--- src/rtl/tcs_pkg.sv ---
`timescale 1ns/1ps
package tcs_pkg;
  localparam int HOUR_W = 5;
  localparam int MIN_W  = 6;
  localparam int SEC_W  = 6;
  localparam int MS_W   = 10;
  localparam int TOD_W  = HOUR_W + MIN_W + SEC_W + MS_W;

  localparam int unsigned ADR_CTRL = 0;
  localparam int unsigned ADR_HOUR = 1;
  localparam int unsigned ADR_MIN  = 2;
  localparam int unsigned ADR_SEC  = 3;
  localparam int unsigned ADR_MSEC = 4;

  localparam int CTRL_EN_BIT   = 0;
  localparam int CTRL_MODE_BIT = 1;

  typedef struct packed {
    logic [HOUR_W-1:0] hour;
    logic [MIN_W-1:0]  min;
    logic [SEC_W-1:0]  sec;
  } major_t;

  typedef struct packed {
    major_t          major;
    logic [MS_W-1:0] ms;
  } tod_t;

  typedef struct packed {
    logic minor_only;
    tod_t tod;
  } cfg_t;
endpackage

--- src/rtl/tcs_rst_sync.sv ---
`timescale 1ns/1ps
module tcs_rst_sync #(
  parameter int STAGES = 2
) (
  input  logic clk,
  input  logic rst_n,
  output logic rst_n_sync
);
  logic [STAGES-1:0] sync_q;
  logic [STAGES-1:0] sync_d;

  always_comb begin
    sync_d = {sync_q[STAGES-2:0], 1'b1};
  end

  always_ff @(posedge clk or negedge rst_n) begin
    if (!rst_n) sync_q <= '0;
    else        sync_q <= sync_d;
  end

  assign rst_n_sync = sync_q[STAGES-1];
endmodule

--- src/rtl/tcs_regs.sv ---
`timescale 1ns/1ps
module tcs_regs
  import tcs_pkg::*;
#(
  parameter int DATA_W = 16,
  parameter int ADDR_W = 3
) (
  input  logic              clk,
  input  logic              rst_n,
  input  logic              we,
  input  logic [ADDR_W-1:0] addr,
  input  logic [DATA_W-1:0] wdata,
  output logic              en,
  output cfg_t              shadow,
  output logic [DATA_W-1:0] rdata
);
  localparam int NREG = 5;

  logic [NREG-1:0] hit;
  logic            en_q, en_d;
  cfg_t            sh_q, sh_d;

  // one-hot decode of the implemented addresses
  genvar g;
  generate
    for (g = 0; g < NREG; g++) begin : g_dec
      assign hit[g] = we && (addr == ADDR_W'(g));
    end
  endgenerate

  always_comb begin
    en_d = en_q;
    sh_d = sh_q;
    if (hit[ADR_CTRL]) begin
      en_d          = wdata[CTRL_EN_BIT];
      sh_d.minor_only = wdata[CTRL_MODE_BIT];
    end
    if (hit[ADR_HOUR]) sh_d.tod.major.hour = wdata[HOUR_W-1:0];
    if (hit[ADR_MIN])  sh_d.tod.major.min  = wdata[MIN_W-1:0];
    if (hit[ADR_SEC])  sh_d.tod.major.sec  = wdata[SEC_W-1:0];
    if (hit[ADR_MSEC]) sh_d.tod.ms         = wdata[MS_W-1:0];
  end

  always_ff @(posedge clk or negedge rst_n) begin
    if (!rst_n) begin
      en_q <= 1'b0;
      sh_q <= '0;
    end else if (we) begin
      en_q <= en_d;
      sh_q <= sh_d;
    end
  end

  always_comb begin
    rdata = '0;
    unique case (addr)
      ADDR_W'(ADR_CTRL): begin
        rdata[CTRL_EN_BIT]   = en_q;
        rdata[CTRL_MODE_BIT] = sh_q.minor_only;
      end
      ADDR_W'(ADR_HOUR): rdata = DATA_W'(sh_q.tod.major.hour);
      ADDR_W'(ADR_MIN):  rdata = DATA_W'(sh_q.tod.major.min);
      ADDR_W'(ADR_SEC):  rdata = DATA_W'(sh_q.tod.major.sec);
      ADDR_W'(ADR_MSEC): rdata = DATA_W'(sh_q.tod.ms);
      default:           rdata = '0;
    endcase
  end

  assign en     = en_q;
  assign shadow = sh_q;
endmodule

--- src/rtl/tcs_commit.sv ---
`timescale 1ns/1ps
module tcs_commit
  import tcs_pkg::*;
(
  input  logic clk,
  input  logic rst_n,
  input  logic ms_tick,
  input  cfg_t shadow,
  output cfg_t active
);
  cfg_t act_q;

  always_ff @(posedge clk or negedge rst_n) begin
    if (!rst_n)       act_q <= '0;
    else if (ms_tick) act_q <= shadow;
  end

  assign active = act_q;
endmodule

--- src/rtl/tcs_match.sv ---
`timescale 1ns/1ps
module tcs_match
  import tcs_pkg::*;
(
  input  cfg_t active,
  input  tod_t cur,
  output logic match
);
  logic major_eq;
  logic minor_eq;

  always_comb begin
    minor_eq = (cur.ms == active.tod.ms);
    major_eq = (cur.major.hour == active.tod.major.hour) &&
               (cur.major.min  == active.tod.major.min)  &&
               (cur.major.sec  == active.tod.major.sec);
    match    = active.minor_only ? minor_eq : (minor_eq && major_eq);
  end
endmodule

--- src/rtl/tcs_pulse.sv ---
`timescale 1ns/1ps
module tcs_pulse (
  input  logic clk,
  input  logic rst_n,
  input  logic en,
  input  logic match,
  output logic strobe
);
  logic prev_q, prev_d;
  logic str_q, str_d;

  always_comb begin
    prev_d = match;
    str_d  = match && !prev_q && en;
  end

  always_ff @(posedge clk or negedge rst_n) begin
    if (!rst_n) begin
      prev_q <= 1'b0;
      str_q  <= 1'b0;
    end else begin
      prev_q <= prev_d;
      str_q  <= str_d;
    end
  end

  assign strobe = str_q && en;
endmodule

--- src/rtl/tcs_strobe_top.sv ---
`timescale 1ns/1ps
module tcs_strobe_top
  import tcs_pkg::*;
#(
  parameter int DATA_W = 16,
  parameter int ADDR_W = 3
) (
  input  logic                clk,
  input  logic                rst_n,
  input  logic                reg_we,
  input  logic [ADDR_W-1:0]   reg_addr,
  input  logic [DATA_W-1:0]   reg_wdata,
  output logic [DATA_W-1:0]   reg_rdata,
  input  logic [HOUR_W-1:0]   cur_hour,
  input  logic [MIN_W-1:0]    cur_min,
  input  logic [SEC_W-1:0]    cur_sec,
  input  logic [MS_W-1:0]     cur_ms,
  input  logic                ms_tick,
  output logic                strobe_out
);
  logic rst_n_i;
  logic en_q;
  cfg_t shadow_cfg;
  cfg_t act_cfg;
  tod_t cur_tod;
  logic match_now;

  assign cur_tod = {cur_hour, cur_min, cur_sec, cur_ms};

  tcs_rst_sync #(.STAGES(2)) u_rst (
    .clk(clk), .rst_n(rst_n), .rst_n_sync(rst_n_i)
  );

  tcs_regs #(.DATA_W(DATA_W), .ADDR_W(ADDR_W)) u_regs (
    .clk(clk), .rst_n(rst_n_i), .we(reg_we), .addr(reg_addr),
    .wdata(reg_wdata), .en(en_q), .shadow(shadow_cfg), .rdata(reg_rdata)
  );

  tcs_commit u_commit (
    .clk(clk), .rst_n(rst_n_i), .ms_tick(ms_tick),
    .shadow(shadow_cfg), .active(act_cfg)
  );

  tcs_match u_match (
    .active(act_cfg), .cur(cur_tod), .match(match_now)
  );

  tcs_pulse u_pulse (
    .clk(clk), .rst_n(rst_n_i), .en(en_q), .match(match_now),
    .strobe(strobe_out)
  );
endmodule

--- config.mk ---
export PLATFORM = sky130hd
export DESIGN_NAME = tcs_strobe_top
export DESIGN_NICKNAME = d
export VERILOG_FILES = /design/src/rtl/tcs_pkg.sv /design/src/rtl/tcs_rst_sync.sv /design/src/rtl/tcs_regs.sv /design/src/rtl/tcs_commit.sv /design/src/rtl/tcs_match.sv /design/src/rtl/tcs_pulse.sv /design/src/rtl/tcs_strobe_top.sv
export SDC_FILE = /design/constraint.sdc
export NUM_CORES = 1
export LEC_CHECK = 0
export ABC_AREA = 1
export BUFFER_PORTS_ARGS = -buffer_cell sky130_fd_sc_hd__buf_4
export CORE_MARGIN = 2
export CORE_UTILIZATION = 54
export CTS_CLUSTER_DIAMETER = 50
export DETAILED_ROUTE_END_ITERATION = 8
export HOLD_SLACK_MARGIN = 0.15
export MAX_ROUTING_LAYER = met4
export PLACE_DENSITY = 0.79
export SYNTH_ARGS = -nofsm -noshare
export SYNTH_HDL_FRONTEND = slang
export SYNTH_SLANG_ARGS = --single-unit
export TNS_END_PERCENT = 100
--- constraint.sdc ---
create_clock -name clk -period 2 [get_ports clk]
set_input_delay 0.1 -clock clk [delete_from_list [all_inputs] [get_ports clk]]
set_output_delay 0.1 -clock clk [all_outputs]
set_load 0.005 [all_outputs]
==> flow_metrics.tcl <==
set metrics [dict create \
    status "completed" \
    cpPeakStageDelay_ns 0.41 \
    tns_ns 0 \
    io_buffers 54 \
    overflow 0 \
    seq_area_frac_synth_pct 50.8 \
    drt_iter0_markers 157 \
    antenna_cells 0 \
    hold_viol 0 \
    setup_viol 0 \
    clkTransAtPathRegs_ns 0.06 \
    antenna_found_initial 0 \
    hold_path.class "input pin to flip-flop" \
    fin_crit_sh_pct 75.3 \
    cts-root-buf "clkbuf_8" \
    max-vdd-ir-drop_mv 0.565 \
    drive_above_1_share_pct 29.1 \
    internal_power_mw 2.46 \
    yosysWarningCount 0 \
    utilization_pct 68.9 \
    ys_ff_latch 61 \
    max_cap_viol_count 0 \
    grt_pass1_vias 2270 \
    io_pins 67 \
    clock_latency_ns 0.33 \
    cts.sinks 61 \
    start_kind "flip-flop" \
    grt_first_pass_wirelength_mm 10.7 \
    vias 2326 \
    finalNonFillerCells 477 \
    crit_type "flip-flop to primary output" \
    required_ns 1.90 \
    drc 0 \
    rsz0062_at_grt "false" \
    p_sw_share_pct 27.3 \
    synthDistinctLibCells 28 \
    netlist_area_um2 3000 \
    clkPwrFrac_pct 32.8 \
    start_util_pct 55.2 \
    end_kind "primary output" \
    drv_slew 0 \
    leakage_nw 1.93 \
    crit_path_cell_trace "nand3_1 > nand2_1 > a221oi_1 > nand2_1 > buf_4" \
    ant_nets 0 \
    dp_hpwl_mm 4.35 \
    drt_first_pass_iters 4 \
    seqPwrFrac_pct 47.9 \
    fmax_ghz 0.664 \
    htree_levels 3 \
    combPwrFrac_pct 19.3 \
    cts_setup_buffers 0 \
    grt_max_degree 60 \
    fin_crit_ns 1.51 \
    die-area_um2 6180 \
    crit_top_cell "nand2_1" \
    finClkSkew_ns 0.00519 \
    fin_ws_ns 0.494 \
    std_cell_rows 27 \
    critPathMaxFanout 4 \
    clk_path_buf_depth 2 \
    fin_nets 451 \
    dp_cells 451 \
    p_sw_mw 0.925 \
    critPathArrivalTime_ns 1.41 \
    area_growth_pct 24.7 \
    pre_cts_ws_ns 0.779 \
    cts_inserted_buffers 9 \
    place_area_um2 3430 \
    chipHeight_um 78.6 \
    groute.usage.overall_pct 23.8 \
    syn_area_per_cell_um2 8.99 \
    fin_area_um2 3740 \
    synth_cells 334 \
    cts_tree "yes" \
    die_w_um 78.6 \
    routedWlPerCell_um 13.1 \
    wirelength_mm 6.27 \
    core_region_area_um2 5440 \
    cp_slowest_cell "dfrtp_1" \
    globalplace.congestion 0.810 \
    vias_per_cell 4.88 \
    powerDensity_nw_per_um2 905 \
]
==> routing by layer <==
layer	GRT usage, %	up-vias	part of all wire [%]
li1	-	1174	-
met1	30.2	1071	43
met2	36.9	65	50
met3	5.75	16	5.1
met4	9.82	0	2.4
met5	-	-	0
==> power by group through the flow <==
stage | clock network (mW) | logic (mW) | registers, mW
final | 1.11 | 0.653 | 1.62
after global routing | 1.20 | 0.749 | 1.65
after CTS | 1.12 | 0.660 | 1.62
after detailed placement | 0 | 0.637 | 1.65
after global placement | 0 | 0.608 | 1.63
after floorplan | 0 | 0.441 | 1.61
==> Yosys cell counts <==
cell | n | area [µm²]
nand3_1 | 9 | 45.0
a21oi_1 | 4 | 20.0
buf_2 | 2 | 10.0
nor3_1 | 1 | 5.00
a21oi_2 | 4 | 35.0
buf_4 | 7 | 52.6
conb_1 | 2 | 7.51
nor2_2 | 4 | 25.0
o21ai_1 | 5 | 25.0
dfrtp_1 | 61 | 1530
nand2_1 | 92 | 345
o21ai_0 | 13 | 65.1
nand4_1 | 2 | 12.5
inv_1 | 37 | 139
inv_2 | 2 | 7.51
mux2_2 | 14 | 158
a22oi_1 | 1 | 7.51
o21ai_2 | 18 | 158
buf_6 | 3 | 33.8
nand2_4 | 1 | 11.3
xnor2_1 | 5 | 43.8
a221oi_1 | 2 | 17.5
xor2_1 | 12 | 105
nand2_2 | 4 | 25.0
clkbuf_1 | 3 | 11.3
nor3_4 | 1 | 16.3
nor2_1 | 24 | 90.1
inv_4 | 1 | 6.26
==> per-stage QoR <==
| stage | power, mW | hold WS (ns) |
|---|---|---|
| floorplan | 2.05 | -0.196 |
| CTS | 3.41 | 0.154 |
| global placement | 2.24 | -0.117 |
| finish | 3.39 | 0.162 |
| detailed placement | 2.28 | -0.116 |
| global route | 3.60 | 0.152 |
==> logic make-up (layout without fill, tap and decap cells) <==
kind of cell / after synthesis / in the layout / synth area share [%]
compound gates: 47 / 47 / 10.9
xor+xnor: 17 / 17 / 4.96
buf+inv: 55 / 121 / 8.66
flops: 61 / 61 / 50.8
mux: 14 / 14 / 5.25
other cells: 2 / 7 / 0.250
simple gates: 138 / 138 / 19.2
==> layout make-up <==
cell class,count,area [µm²]
fillers,434,1690
flip-flops and latches,61,1530
multi-input cells,223,1240
repair buffers,66,536
clock buffers,14,173
inverters,40,153
well taps,72,90.1
clock inverters,1,30.0
==> worst paths after layout <==
check | from | to | slack [ns] | cells past startpoint
max in group asynchronous | rst_n | u_rst.sync_q[1] | 1.23 | 3
max reg2reg | u_commit.active[21] | u_pulse.str_q | 0.75 | 8
min reg2reg | u_rst.sync_q[1] | u_commit.active[2] | 0.26 | 1
max | u_regs.en | reg_rdata[0] | 0.49 | 5
min | reg_wdata[0] | u_regs.shadow[0] | 0.16 | 3
min in group asynchronous | u_rst.sync_q[1] | u_commit.active[2] | 0.26 | 1
==> critical path: cells and delay by family (launching register included) <==
family	cells	cell delay, ns
AND/OR/NAND/NOR	3	0.30
buffers and inverters	1	0.16
flip-flops	1	0.41
AO/OA/AOI/OAI	1	0.20
==> sequential cells by signal, summed over array words and instances (netlist names) <==
| name | flops |
|---|---|
| u_commit.active | 28 |
| u_regs.shadow | 28 |
| u_rst.sync_q | 2 |
| u_pulse.prev_q | 1 |
| u_pulse.str_q | 1 |
| u_regs.en | 1 |
==> cell usage in the layout, fill, tap and decap left out <==
cell type and n:
a21oi_1 4, a21oi_2 4, a221oi_1 2, a22oi_1 1, buf_12 1, buf_4 54
bufinv_16 1, clkbuf_1 2, clkbuf_8 12, conb_1 7, dfrtp_1 60, dfrtp_2 1
dlygate4sd3_1 11, inv_1 37, inv_2 2, inv_4 1, mux2_2 14, nand2_1 92
nand2_2 4, nand2_4 1, nand3_1 9, nand4_1 2, nor2_1 24, nor2_2 4
nor3_1 1, nor3_4 1, o21ai_0 13, o21ai_1 5, o21ai_2 18, xnor2_1 5
xor2_1 12
==> what timing repair did <==
item,in CTS,in global routing
gates resized for setup,0,0
hold endpoints to repair,23,0
hold buffers,11,0
Power figures use the tool's default switching activity.
